### src/rtl/vxp_pkg.sv
package vxp_pkg;

  typedef enum logic [1:0] {
    ST_IDLE   = 2'd0,
    ST_SECOND = 2'd1,
    ST_THIRD  = 2'd2,
    ST_PASS   = 2'd3
  } vxp_state_e;

  localparam logic [1:0] MAP_RSVD = 2'd0;
  localparam logic [1:0] MAP_ESC1 = 2'd1;
  localparam logic [1:0] MAP_ESC2 = 2'd2;
  localparam logic [1:0] MAP_ESC3 = 2'd3;

  typedef struct packed {
    logic       r;
    logic       x;
    logic       b;
    logic       w;
    logic [3:0] vsrc;
    logic       wide;
    logic [1:0] pfx;
    logic [1:0] map;
    logic       map_err;
    logic [1:0] plen;
  } vxp_rec_t;

endpackage

### src/rtl/vxp_rst_sync.sv
module vxp_rst_sync #(
  parameter int STAGES = 2
) (
  input  logic clk,
  input  logic arst_n,
  output logic srst_n
);
  logic [STAGES-1:0] chain_q;

  always_ff @(posedge clk or negedge arst_n) begin
    if (!arst_n) chain_q <= '0;
    else         chain_q <= {chain_q[STAGES-2:0], 1'b1};
  end

  assign srst_n = chain_q[STAGES-1];
endmodule

### src/rtl/vxp_lead_detect.sv
module vxp_lead_detect #(
  parameter logic [7:0] LEAD_THREE = 8'hC4,
  parameter logic [7:0] LEAD_TWO   = 8'hC5,
  parameter logic [1:0] TAG_BITS   = 2'b11
) (
  input  logic [7:0] byte_in,
  input  logic       mode_64,
  output logic       hit_lead,
  output logic       hit_three,
  output logic       follow_ok
);
  always_comb begin
    hit_three = (byte_in == LEAD_THREE);
    hit_lead  = hit_three || (byte_in == LEAD_TWO);
    follow_ok = mode_64 || (byte_in[7:6] == TAG_BITS);
  end
endmodule

### src/rtl/vxp_field_unpack.sv
module vxp_field_unpack
  import vxp_pkg::*;
(
  input  logic       three_form,
  input  logic [7:0] byte_a,
  input  logic [7:0] byte_b,
  output vxp_rec_t   rec
);
  logic [4:0] map_raw;
  logic       map_known;

  always_comb begin
    map_raw   = byte_a[4:0];
    map_known = (map_raw == 5'd1) || (map_raw == 5'd2) || (map_raw == 5'd3);
    rec       = '0;
    rec.r     = ~byte_a[7];
    if (three_form) begin
      rec.x       = ~byte_a[6];
      rec.b       = ~byte_a[5];
      rec.w       = byte_b[7];
      rec.vsrc    = ~byte_b[6:3];
      rec.wide    = byte_b[2];
      rec.pfx     = byte_b[1:0];
      rec.map     = map_known ? map_raw[1:0] : MAP_RSVD;
      rec.map_err = !map_known;
      rec.plen    = 2'd3;
    end else begin
      rec.vsrc    = ~byte_a[6:3];
      rec.wide    = byte_a[2];
      rec.pfx     = byte_a[1:0];
      rec.map     = MAP_ESC1;
      rec.plen    = 2'd2;
    end
  end
endmodule

### src/rtl/vxp_stream_decoder.sv
module vxp_stream_decoder
  import vxp_pkg::*;
#(
  parameter logic [7:0] LEAD_THREE = 8'hC4,
  parameter logic [7:0] LEAD_TWO   = 8'hC5,
  parameter int         RST_STAGES = 2
) (
  input  logic       clk,
  input  logic       rst_n,
  input  logic       mode_64,
  input  logic       in_valid,
  input  logic [7:0] in_data,
  output logic       in_ready,
  output logic       out_valid,
  input  logic       out_ready,
  output logic [7:0] out_data,
  output logic       out_prefixed,
  output logic [1:0] out_len,
  output logic       out_r,
  output logic       out_x,
  output logic       out_b,
  output logic       out_w,
  output logic [3:0] out_vsrc,
  output logic       out_wide,
  output logic [1:0] out_pfx,
  output logic [1:0] out_map,
  output logic       out_map_err
);
  logic srst_n;

  vxp_rst_sync #(.STAGES(RST_STAGES)) u_rst (
    .clk(clk), .arst_n(rst_n), .srst_n(srst_n)
  );

  vxp_state_e state_q, state_d;
  logic       three_q;
  logic [7:0] sec_q;
  vxp_rec_t   rec_q;
  logic       ov_q;
  logic [7:0] od_q;
  logic       opref_q;
  vxp_rec_t   orec_q;

  logic       hit_lead, hit_three, follow_ok;
  logic [7:0] byte_a;
  vxp_rec_t   rec_new;

  vxp_lead_detect #(
    .LEAD_THREE(LEAD_THREE), .LEAD_TWO(LEAD_TWO), .TAG_BITS(2'b11)
  ) u_lead (
    .byte_in(in_data), .mode_64(mode_64),
    .hit_lead(hit_lead), .hit_three(hit_three), .follow_ok(follow_ok)
  );

  assign byte_a = (state_q == ST_THIRD) ? sec_q : in_data;

  vxp_field_unpack u_unpack (
    .three_form(three_q), .byte_a(byte_a), .byte_b(in_data), .rec(rec_new)
  );

  logic       out_free;
  logic       ld_out, ld_three, ld_sec, ld_rec;
  logic [7:0] out_byte_d;
  logic       out_pref_d;
  vxp_rec_t   out_rec_d;

  always_comb begin
    out_free   = !ov_q || out_ready;
    state_d    = state_q;
    in_ready   = 1'b0;
    ld_out     = 1'b0;
    ld_three   = 1'b0;
    ld_sec     = 1'b0;
    ld_rec     = 1'b0;
    out_byte_d = in_data;
    out_pref_d = 1'b0;
    out_rec_d  = '0;
    unique case (state_q)
      ST_IDLE: begin
        in_ready = out_free;
        if (in_valid && out_free) begin
          if (hit_lead) begin
            ld_three = 1'b1;
            state_d  = ST_SECOND;
          end else begin
            ld_out = 1'b1;
          end
        end
      end
      ST_SECOND: begin
        in_ready = follow_ok;
        if (in_valid) begin
          if (follow_ok) begin
            if (three_q) begin
              ld_sec  = 1'b1;
              state_d = ST_THIRD;
            end else begin
              ld_rec  = 1'b1;
              state_d = ST_PASS;
            end
          end else if (out_free) begin
            ld_out     = 1'b1;
            out_byte_d = three_q ? LEAD_THREE : LEAD_TWO;
            state_d    = ST_IDLE;
          end
        end
      end
      ST_THIRD: begin
        in_ready = 1'b1;
        if (in_valid) begin
          ld_rec  = 1'b1;
          state_d = ST_PASS;
        end
      end
      ST_PASS: begin
        in_ready = out_free;
        if (in_valid && out_free) begin
          ld_out     = 1'b1;
          out_pref_d = 1'b1;
          out_rec_d  = rec_q;
          state_d    = ST_IDLE;
        end
      end
      default: state_d = ST_IDLE;
    endcase
  end

  always_ff @(posedge clk or negedge srst_n) begin
    if (!srst_n) begin
      state_q <= ST_IDLE;
      three_q <= 1'b0;
      sec_q   <= '0;
      rec_q   <= '0;
    end else begin
      state_q <= state_d;
      if (ld_three) three_q <= hit_three;
      if (ld_sec)   sec_q   <= in_data;
      if (ld_rec)   rec_q   <= rec_new;
    end
  end

  always_ff @(posedge clk or negedge srst_n) begin
    if (!srst_n) begin
      ov_q    <= 1'b0;
      od_q    <= '0;
      opref_q <= 1'b0;
      orec_q  <= '0;
    end else begin
      if (ld_out) begin
        ov_q    <= 1'b1;
        od_q    <= out_byte_d;
        opref_q <= out_pref_d;
        orec_q  <= out_rec_d;
      end else if (out_ready) begin
        ov_q <= 1'b0;
      end
    end
  end

  assign out_valid    = ov_q;
  assign out_data     = od_q;
  assign out_prefixed = opref_q;
  assign out_len      = orec_q.plen;
  assign out_r        = orec_q.r;
  assign out_x        = orec_q.x;
  assign out_b        = orec_q.b;
  assign out_w        = orec_q.w;
  assign out_vsrc     = orec_q.vsrc;
  assign out_wide     = orec_q.wide;
  assign out_pfx      = orec_q.pfx;
  assign out_map      = orec_q.map;
  assign out_map_err  = orec_q.map_err;
endmodule

### config.mk
export PLATFORM = sky130hd
export DESIGN_NAME = vxp_stream_decoder
export DESIGN_NICKNAME = d
export VERILOG_FILES = /design/src/rtl/vxp_pkg.sv /design/src/rtl/vxp_rst_sync.sv /design/src/rtl/vxp_lead_detect.sv /design/src/rtl/vxp_field_unpack.sv /design/src/rtl/vxp_stream_decoder.sv
export SDC_FILE = /design/constraint.sdc
export NUM_CORES = 1
export LEC_CHECK = 0
export BUFFER_PORTS_ARGS = -buffer_cell sky130_fd_sc_hd__clkbuf_2
export CORE_UTILIZATION = 55
export CTS_BUF_LIST = sky130_fd_sc_hd__clkbuf_16
export CTS_CLUSTER_DIAMETER = 50
export DETAILED_ROUTE_END_ITERATION = 12
export GPL_ROUTABILITY_DRIVEN = 0
export PLACE_DENSITY = 0.78
export SYNTH_ARGS = -nofsm -noshare
export SYNTH_HDL_FRONTEND = slang
export SYNTH_SLANG_ARGS = --single-unit
export TNS_END_PERCENT = 20
### constraint.sdc
create_clock -name clk -period 2.2 [get_ports clk]
set_input_delay 0.22 -clock clk [delete_from_list [all_inputs] [get_ports clk]]
set_output_delay 0.22 -clock clk [all_outputs]
set_load 0.05 [all_outputs]
==> out/metrics.csv, run 1 <==
metric,value,unit
groute.usage.overall,0.2373,
clockBufferDepth,2,
powerDensity,1552,nW/um2
synth_top_area_frac,0.5595,
holdCritPathClass,flip-flop to asynchronous set/reset pin,
synth_enable_flop_cells,0,
drive_above_1_share,0.3520,
crit_type,flip-flop to flip-flop,
synth.top_cells.by_area,"sky130_fd_sc_hd__dfrtp_1, sky130_fd_sc_hd__mux2_2, sky130_fd_sc_hd__mux2i_1",
antenna_left,0,
static-leakage-power,0.001503,uW
vdd.ir_drop.worst,967.5,uV
buffer_ports.inserted,39,
grt_first_pass_wirelength,7921,um
finalWorstPathRequiredPeriod,2035,ps
core_region_area,4144,um2
area_growth,20.09,%
rr_startpoint,state_q[0],
placement_rows,23,
startpoint_type,flip-flop,
postPlaceCellArea,2794,um2
dr_total_vias,1717,
timing.final.hold_violations,0,
nFillCells,318,
postCtsSetupBuffers,0,
synthesis.instances,201,
critPathMaxFanout,8,
cp-startpoint,state_q[0],
maxSlewViolCount,0,
die_w,68.88,um
dp_hpwl,3521,um
clk_pin_slew_worst_paths,70,ps
maxCapViolations,0,
initial_core_util,0.5936,
drt_pass1_iterations,4,
detail_route.drc_violations,0,
cts_buffers,5,
final.setup_skew,5.229,ps
ctsHtreeMaxLevel,2,
synth_cell_types,35,
clk_root_buffer_cell,sky130_fd_sc_hd__clkbuf_16,
netlist_area,2460,um2
grt_max_degree,44,
via_count_of_the_first_global_routing_pass,1660,
fmax,0.4915,GHz
synth.net_count,219,
synth_most_common_cell,sky130_fd_sc_hd__dfrtp_1,
worstPathArrival,2210,ps
seq_area_frac_synth,0.5595,
finalNetCount,267,
clock_sink_count,55,
synth.avg_cell_area,12.24,um2
wire_per_inst,16.28,um
worstSkewPairLatency,290,ps
reg2reg_depth,6,
final.setup.tns,0,ps
cp_data_required_time,2380,ps
setup_repair_after_global_routing_missed_its_margin,false,
antenna_found_initial,0,
min_period_over_period,0.9248,
final_core_utilization,0.7129,
die-height,68.88,um
top_level_ports,40,
ys_seq_elements,55,
die_area,4744,um2
grt_overflow,0,
synth-async-reset-ratio,1.000,
run_status,"complete, no violations",
synth.cells.most_frequent,"sky130_fd_sc_hd__dfrtp_1, sky130_fd_sc_hd__mux2_2, sky130_fd_sc_hd__a22o_1",
post_drt_via_cell_ratio,5.723,
worstSetupEndpointType,flip-flop,
drt_wl_total,4885,um
synthFlopType,sky130_fd_sc_hd__dfrtp_1,
yosysWarnings,0,
setup_viol_count_final,0,
n_antenna_cell,0,
synth_top_area_cell,sky130_fd_sc_hd__dfrtp_1,
drtIter0Drc,93,
finalInstanceArea,2954,um2
tritoncts,done,
[per-stage QoR]
| step | total power, uW | hold slack [ps] | cells | setup WS (ps) |
|---|---|---|---|---|
| floorplan | 3236 | -75.59 | 201 | 93.90 |
| global placement | 3735 | 5.984 | 291 | 196.0 |
| detailed placement | 3798 | 9.507 | 291 | 170.0 |
| CTS | 4603 | 145.0 | 300 | 141.9 |
| global route | 4838 | 166.9 | 300 | 82.07 |
| finish | 4584 | 136.6 | 300 | 165.4 |
[registers in the layout, summed over array words and instances (netlist names), 2 cells and up, named ones only]
name,flops
out_map,2
rec_q,16
u_rst.chain_q,2
out_len,2
out_data,8
out_vsrc,4
sec_q,8
out_pfx,2
[worst paths after layout]
path / to / slack (ps)
max reg2reg: flip-flop / 170
min: out_len[0] / 140
max: flip-flop / 170
min reg2reg: out_len[0] / 140
max in group asynchronous: asynchronous set/reset pin / 1550
min in group clk: three_q / 190
[cell usage in the layout, fill, tap and decap left out, types with 2 or more instances in the layout]
| master | count |
|---|---|
| sky130_fd_sc_hd__o22ai_1 | 2 |
| sky130_fd_sc_hd__dfrtp_1 | 54 |
| sky130_fd_sc_hd__mux2_2 | 24 |
| sky130_fd_sc_hd__nor2b_1 | 4 |
| sky130_fd_sc_hd__o21ai_0 | 7 |
| sky130_fd_sc_hd__a21o_1 | 2 |
| sky130_fd_sc_hd__a31oi_1 | 2 |
| sky130_fd_sc_hd__a21oi_1 | 3 |
| sky130_fd_sc_hd__inv_6 | 2 |
| sky130_fd_sc_hd__nor3_1 | 3 |
| sky130_fd_sc_hd__nand2b_1 | 2 |
| sky130_fd_sc_hd__a22o_1 | 16 |
| sky130_fd_sc_hd__nand4_1 | 2 |
| sky130_fd_sc_hd__nand2_1 | 12 |
| sky130_fd_sc_hd__clkbuf_2 | 39 |
| sky130_fd_sc_hd__ha_1 | 5 |
| sky130_fd_sc_hd__mux2i_1 | 15 |
| sky130_fd_sc_hd__clkbuf_16 | 5 |
| sky130_fd_sc_hd__buf_4 | 10 |
| sky130_fd_sc_hd__buf_12 | 2 |
| sky130_fd_sc_hd__nor2_1 | 3 |
| sky130_fd_sc_hd__inv_1 | 15 |
[layer usage]
| layer | global-route usage | routed length, um | vias up |
|---|---|---|---|
| met5 | 0 | 0 | - |
| met4 | 0.09949 | 78 | 0 |
| met2 | 0.3859 | 2369 | 63 |
| li1 | - | - | 810 |
| met1 | 0.3004 | 2176 | 836 |
| met3 | 0.05921 | 260 | 8 |
[power breakdown]
group | total (uW) | switching, uW | internal (uW)
combinational | 2170 | 1400 | 761
sequential | 1620 | 229 | 1390
clock | 798 | 369 | 429
total | 4580 | 2000 | 2580
[cell families (layout without fill, tap and decap cells)]
kind of cell    Yosys count  count (layout)  synth area share
flops                    55              55            0.5595
compound gates           40              40            0.1221
other cells               1               1          0.001524
fa+ha+maj                 5               5           0.02543
buf+inv                  26              75           0.04120
mux                      39              39            0.1709
simple gates             35              35           0.07935
[what timing repair did]
item | CTS | global route
gates resized for setup | 0 | 1
setup endpoints to repair | 0 | 5
endpoints found under the hold margin | 2 | 0
hold buffers | 1 | 0
[area by class of cell]
cell class	count	area, um2	share of cell area
Timing Repair Buffer	52	320.3	0.1084
Sequential cell	55	1378	0.4663
Clock inverter	3	22.52	0.007624
Clock buffer	5	125.1	0.04235
Tap cell	50	62.56	0.02118
Inverter	15	56.30	0.01906
Multi-Input combinational cell	120	989.7	0.3350
[critical path: stages, from the launching register on]
cell                       delay (ps)
sky130_fd_sc_hd__dfrtp_1          430
sky130_fd_sc_hd__inv_1            120
sky130_fd_sc_hd__ha_1             340
sky130_fd_sc_hd__nor3_1           320
sky130_fd_sc_hd__o21ai_0          120
sky130_fd_sc_hd__a221oi_1         230
sky130_fd_sc_hd__mux2_2           370
Note: power is estimated with default switching activity, not from simulation.
==> run 2: changes to the inputs <==
--- a/config.mk
+++ b/config.mk
@@ -6,9 +6,11 @@
 export NUM_CORES = 1
 export LEC_CHECK = 0
 export BUFFER_PORTS_ARGS = -buffer_cell sky130_fd_sc_hd__clkbuf_2
+export CORE_MARGIN = 1.5
 export CORE_UTILIZATION = 55
 export CTS_BUF_LIST = sky130_fd_sc_hd__clkbuf_16
-export CTS_CLUSTER_DIAMETER = 50
+export CTS_CLUSTER_DIAMETER = 80
+export CTS_CLUSTER_SIZE = 28
 export DETAILED_ROUTE_END_ITERATION = 12
 export GPL_ROUTABILITY_DRIVEN = 0
 export PLACE_DENSITY = 0.78
==> run 2 against run 1 <==
Against the previous run: setup slack lost 37 ps; sequential share of layout area grew 0.28 points; register-to-register slack lost 20 ps; critical path depth is the same; power shrank 0.77%; hold slack gained 68 ps; flip-flop and latch count is the same; sequential power is essentially flat; routed wire length shrank 2.1%; clock skew grew 0.83 ps.
==> out/metrics.csv, run 2 (synthesized netlist as in run 1, its figures left out) <==
metric,value,unit,change
vdd.ir_drop.worst,860.9,uV,-11%
nFillCells,336,,+5.7%
worst_slew_pin_slew,597.8,ps,
groute.layer.met3.usage,0.05339,,-0.005819
reg2reg_depth,7,,+1
total_power,4548,uW,-0.77%
detail_route.drc_violations,0,,unchanged
timing.slew.headroom,0.6015,,
min_to,three_q,,
setup_repair_after_global_routing_missed_its_margin,false,,
buffer_ports.inserted,39,,unchanged
r2r_setup_slack,150,ps,-20 ps
drtIter0Drc,69,,-26%
multiInputGateArea,992.2,um2,+0.25%
holdCritPathClass,input port to flip-flop,,
initial_core_util,0.5689,,-0.02473
tritoncts,done,,
gr-max-usage-layer,met2,,
clock_sink_count,55,,unchanged
grt_max_degree,28,,-36%
use_met1,0.2970,,-0.003448
groute.usage.overall,0.2141,,-0.02322
static-leakage-power,0.001488,uW,-0.98%
via_count_of_the_first_global_routing_pass,1718,,+3.5%
antenna_found_initial,0,,unchanged
maxCapViolations,0,,unchanged
wire_per_inst,15.95,um,-2.1%
crit_type,flip-flop to primary output,,
postCtsSetupBuffers,0,,unchanged
dr_total_vias,1695,,-1.3%
registers.top_by_ff_count,rec_q,,
critical_path.reg2reg.endpoint,out_data[2],,
powerDensity,1549,nW/um2,-0.18%
largest_register_ffs,16,,unchanged
layout.cells.most_common_list,"sky130_fd_sc_hd__dfrtp_1, sky130_fd_sc_hd__clkbuf_2, sky130_fd_sc_hd__mux2_2",,
drt_pass1_iterations,4,,unchanged
n_antenna_cell,0,,unchanged
critPathMaxFanout,6,,-2
holdWs,204.8,ps,+68.18 ps
setup_viol_count_final,0,,unchanged
final.setup.tns,0,ps,unchanged
place_inst,291,,unchanged
grt_overflow,0,,unchanged
dp_hpwl,3426,um,-2.7%
timing.final.hold_violations,0,,unchanged
cp_data_required_time,1980,ps,-400 ps
finalWorstPathRequiredPeriod,2071,ps,+36.66 ps
whs_path_depth,2,,
startpoint_type,flip-flop,,
drt_wl_total,4784,um,-2.1%
hold_startpoint,in_data[0],,
worstSkewPairLatency,300,ps,about the same
post_drt_via_cell_ratio,5.650,,-1.3%
placement_rows,24,,+4.3%
fmax,0.4828,GHz,-1.8%
final.setup_skew,6.061,ps,+0.8316 ps
drive_above_1_share,0.3468,,-0.005226
cts_buffers,5,,unchanged
run_status,"complete, no violations",,
met2_usage,0.3365,,-0.04941
die_w,69.88,um,+1.5%
top_level_ports,40,,unchanged
clockBufferDepth,2,,unchanged
layout.cells.non_filler,300,,unchanged
antenna_left,0,,unchanged
worstSetupEndpointType,primary output,,
layout.area.seq,1378,um2,unchanged
layout_commonest_cell,sky130_fd_sc_hd__dfrtp_1,,
ctsHtreeMaxLevel,2,,unchanged
finalNetCount,265,,-0.75%
area_growth,19.38,%,
grt_first_pass_wirelength,8204,um,+3.6%
die_area,4883,um2,+2.9%
core_region_area,4324,um2,+4.3%
min_period_over_period,0.9415,,+0.01666
worstPathArrival,1850,ps,-360 ps
maxSlewViolCount,0,,unchanged
die-height,69.88,um,+1.5%
clk_pin_slew_worst_paths,70,ps,about the same
clk_root_buffer_cell,sky130_fd_sc_hd__clkbuf_16,,
[run 2: report_power, final]
| part | total [uW] | internal [uW] | switching [uW] |
|---|---|---|---|
| logic | 2120 | 732 | 1390 |
| clock network | 808 | 432 | 376 |
| registers | 1620 | 1390 | 229 |
| total | 4550 | 2550 | 1990 |
[run 2: worst max path at each step]
stage / end / slack, ps / cells after the start / from
floorplan: rec_q[15] / 90 / 7 / state_q[0]
global placement: flip-flop / 190 / 5 / in_data[2]
detailed placement: flip-flop / 130 / 5 / in_data[2]
CTS: flip-flop / 100 / 6 / state_q[0]
global route: in_ready / 20 / 6 / flip-flop
finish: in_ready / 130 / 6 / flip-flop
[run 2: area by class of cell]
class,count,area share
inverter,15,0.01917
sequential,55,0.4691
clock buffer,5,0.04261
clock inverter,3,0.009374
tap,52,0.02216
timing repair buffer,50,0.09970
multi-input combinational,120,0.3379
[run 2: what timing repair did]
item | in CTS | in global routing
resized for setup | 0 | 1
endpoints found under the hold margin | 2 | 0
hold buffers | 1 | 0
setup endpoints to repair | 0 | 2
[run 2: per-layer routing]
| metal | share of wire | vias to the layer above |
|---|---|---|
| met5 | 0 | - |
| met4 | 0.011 | 0 |
| met3 | 0.054 | 6 |
| met2 | 0.46 | 43 |
| met1 | 0.47 | 836 |
| li1 | - | 810 |
[run 2: per-stage QoR]
step / util / setup WS [ps] / cell area (um2)
after CTS: 0.6780 / 98.63 / 2932
final: 0.6791 / 128.8 / 2937
after global routing: 0.6791 / 20.82 / 2937
after floorplan: - / 93.90 / 2460
after global placement: 0.6403 / 191.4 / 2769
after detailed placement: 0.6403 / 128.3 / 2769
[run 2: critical path, stage by stage (launching register included)]
cell	delay (ps)
sky130_fd_sc_hd__dfrtp_1	440
sky130_fd_sc_hd__inv_1	100
sky130_fd_sc_hd__ha_1	230
sky130_fd_sc_hd__nor2b_1	280
sky130_fd_sc_hd__nand2_1	140
sky130_fd_sc_hd__o31a_1	130
sky130_fd_sc_hd__clkbuf_2	230
==> run 3: changes to the inputs <==
--- a/config.mk
+++ b/config.mk
@@ -7,13 +7,12 @@
 export LEC_CHECK = 0
 export BUFFER_PORTS_ARGS = -buffer_cell sky130_fd_sc_hd__clkbuf_2
 export CORE_MARGIN = 1.5
-export CORE_UTILIZATION = 55
+export CORE_UTILIZATION = 38
 export CTS_BUF_LIST = sky130_fd_sc_hd__clkbuf_16
 export CTS_CLUSTER_DIAMETER = 80
 export CTS_CLUSTER_SIZE = 28
 export DETAILED_ROUTE_END_ITERATION = 12
 export GPL_ROUTABILITY_DRIVEN = 0
-export PLACE_DENSITY = 0.78
 export SYNTH_ARGS = -nofsm -noshare
 export SYNTH_HDL_FRONTEND = slang
 export SYNTH_SLANG_ARGS = --single-unit
==> run 3 against run 2 <==
Against the previous run: power decreased by 1.4%; sequential share of layout area decreased by 0.060 points; flip-flop and latch count unchanged; clock power decreased by 6.9%; setup slack got worse by 41 ps; largest cell class unchanged.
==> out/metrics.csv, run 3 (synthesized netlist as in run 1, its figures left out) <==
metric,value,unit,change
run_status,"complete, no violations",,
whs_path_depth,2,,unchanged
maxCapViolations,0,,unchanged
finalInstanceArea,2940,um2,+0.13%
setup_repair_after_global_routing_missed_its_margin,false,,
die_area,6965,um2,+43%
drtIter0Drc,71,,+2.9%
min_period_over_period,0.9600,,+0.01849
tritoncts,done,,
final.setup.tns,0,ps,unchanged
clk_pin_slew_worst_paths,60,ps,about the same
postPlaceCellArea,2788,um2,+0.68%
startpoint_type,flip-flop,,
clock_sink_count,55,,unchanged
layout_commonest_cell,sky130_fd_sc_hd__dfrtp_1,,
core_region_area,6314,um2,+46%
rr_startpoint,state_q[0],,
worst_slew_pin_slew,674.6,ps,+76.86 ps
cts_buffers,5,,unchanged
registers.top_by_ff_count,rec_q,,
finalNetCount,265,,unchanged
top_level_ports,40,,unchanged
ctsHtreeMaxLevel,2,,unchanged
largest_register_ffs,16,,unchanged
reg2reg_depth,6,,-1
wire_per_inst,15.05,um,-5.6%
post_drt_via_cell_ratio,5.071,,-10%
initial_core_util,0.3896,,-0.1793
timing.slew.headroom,0.5503,,-0.05124
finalWorstPathRequiredPeriod,2112,ps,+40.68 ps
via_count_of_the_first_global_routing_pass,1654,,-3.7%
die_w,83.46,um,+19%
antenna_left,0,,unchanged
final_core_utilization,0.4657,,-0.2134
antenna_found_initial,0,,unchanged
die-height,83.46,um,+19%
path_buf_inv,3,,+1
clk_root_buffer_cell,sky130_fd_sc_hd__clkbuf_16,,
worstSkewPairLatency,290,ps,about the same
groute.usage.overall,0.1539,,-0.06019
drt_pass1_iterations,4,,unchanged
buffer_ports.inserted,39,,unchanged
dp_hpwl,3389,um,-1.1%
cpPeakStageDelay,430,ps,about the same
cp_data_required_time,1980,ps,about the same
vdd.ir_drop.worst,715.4,uV,-17%
min_to,three_q,,
layout.cells.most_common_list,"sky130_fd_sc_hd__dfrtp_1, sky130_fd_sc_hd__clkbuf_2, sky130_fd_sc_hd__mux2_2",,
worstPathArrival,1890,ps,+40 ps
fmax,0.4735,GHz,-1.9%
final.setup_skew,4.240,ps,-1.820 ps
critPathMaxFanout,6,,unchanged
n_antenna_cell,0,,unchanged
static-leakage-power,0.001466,uW,-1.5%
powerDensity,1526,nW/um2,-1.5%
placement_rows,29,,+21%
detail_route.drc_violations,0,,unchanged
clockBufferDepth,2,,unchanged
r2r_setup_slack,170,ps,+20 ps
drt_wl_total,4891,um,+2.2%
grt_max_degree,54,,+93%
area_growth,19.53,%,
cp_top_family,buffers and inverters,,
maxSlewViolCount,0,,unchanged
grt_overflow,0,,unchanged
worst_path_slowest_cell,sky130_fd_sc_hd__dfrtp_1,,
nFillCells,602,,+79%
worstSetupEndpointType,primary output,,
cp_cell_sequence,inv_1 -> ha_1 -> nor2b_2 -> buf_4 -> nand2_1 -> o31a_1 -> clkbuf_2,,
dr_total_vias,1648,,-2.8%
hold_startpoint,in_data[0],,
drive_above_1_share,0.3427,,-0.004032
grt_first_pass_wirelength,8438,um,+2.9%
setup_viol_count_final,0,,unchanged
timing.final.hold_violations,0,,unchanged
postCtsSetupBuffers,0,,unchanged
total_power,4486,uW,-1.4%
holdCritPathClass,input port to flip-flop,,
crit_type,flip-flop to primary output,,
-- run 3: layout make-up --
| class | count | area (um2) | share of cell area |
|---|---|---|---|
| clock buffers | 5 | 125.1 | 0.04255 |
| clock inverters | 3 | 15.01 | 0.005106 |
| inverters | 15 | 56.30 | 0.01915 |
| multi-input cells | 120 | 989.7 | 0.3366 |
| flip-flops and latches | 55 | 1378 | 0.4685 |
| well taps | 77 | 96.34 | 0.03277 |
| repair buffers | 50 | 280.3 | 0.09532 |
-- run 3: report_power, final --
| group | internal, uW | switching (uW) | total, uW |
|---|---|---|---|
| combinational | 733 | 1390 | 2120 |
| sequential | 1390 | 219 | 1610 |
| clock | 414 | 338 | 752 |
-- run 3: per-layer routing --
metal / vias up / GRT usage / share of wire
met2: 35 / 0.2313 / 0.44
met1: 800 / 0.2189 / 0.51
met5: - / 0 / 0
li1: 807 / - / -
met3: 6 / 0.03660 / 0.033
met4: 0 / 0.05514 / 0.014
-- run 3: worst max-delay path by stage --
stage / from / slack [ps] / to / cells past startpoint
finish: flip-flop / 90 / in_ready / 7
global route: flip-flop / 10 / in_ready / 7
CTS: flip-flop / 90 / in_ready / 7
detailed placement: in_data[1] / 100 / flip-flop / 5
global placement: in_data[1] / 150 / flip-flop / 5
floorplan: state_q[0] / 90 / rec_q[15] / 7
-- run 3: worst reg2reg max path, delay by kind of cell (launching register included) --
family | cells | cell delay [ps]
AOI/OAI and AO/OA | 2 | 390
and+or+nand+nor | 1 | 290
DFF | 1 | 440
buffers and inverters | 1 | 120
muxes | 1 | 370
adders and majority gates | 1 | 300
-- run 3: repair_timing --
action / 4_1_cts / 5_1_grt
endpoints found under the hold margin: 2 / 0
hold buffers: 1 / 0
setup endpoints to repair: 0 / 12
resized for setup: 0 / 2
-- run 3: stage by stage --
| step | setup WS [ps] | std cells | hold slack [ps] |
|---|---|---|---|
| 2_1_floorplan | 93.90 | 201 | -75.59 |
| 3_3_place_gp | 155.0 | 316 | 5.980 |
| 3_5_place_dp | 96.29 | 316 | 8.357 |
| 4_1_cts | 94.67 | 325 | 187.8 |
| 5_1_grt | 9.528 | 325 | 189.7 |
| 6_report | 88.09 | 325 | 194.7 |
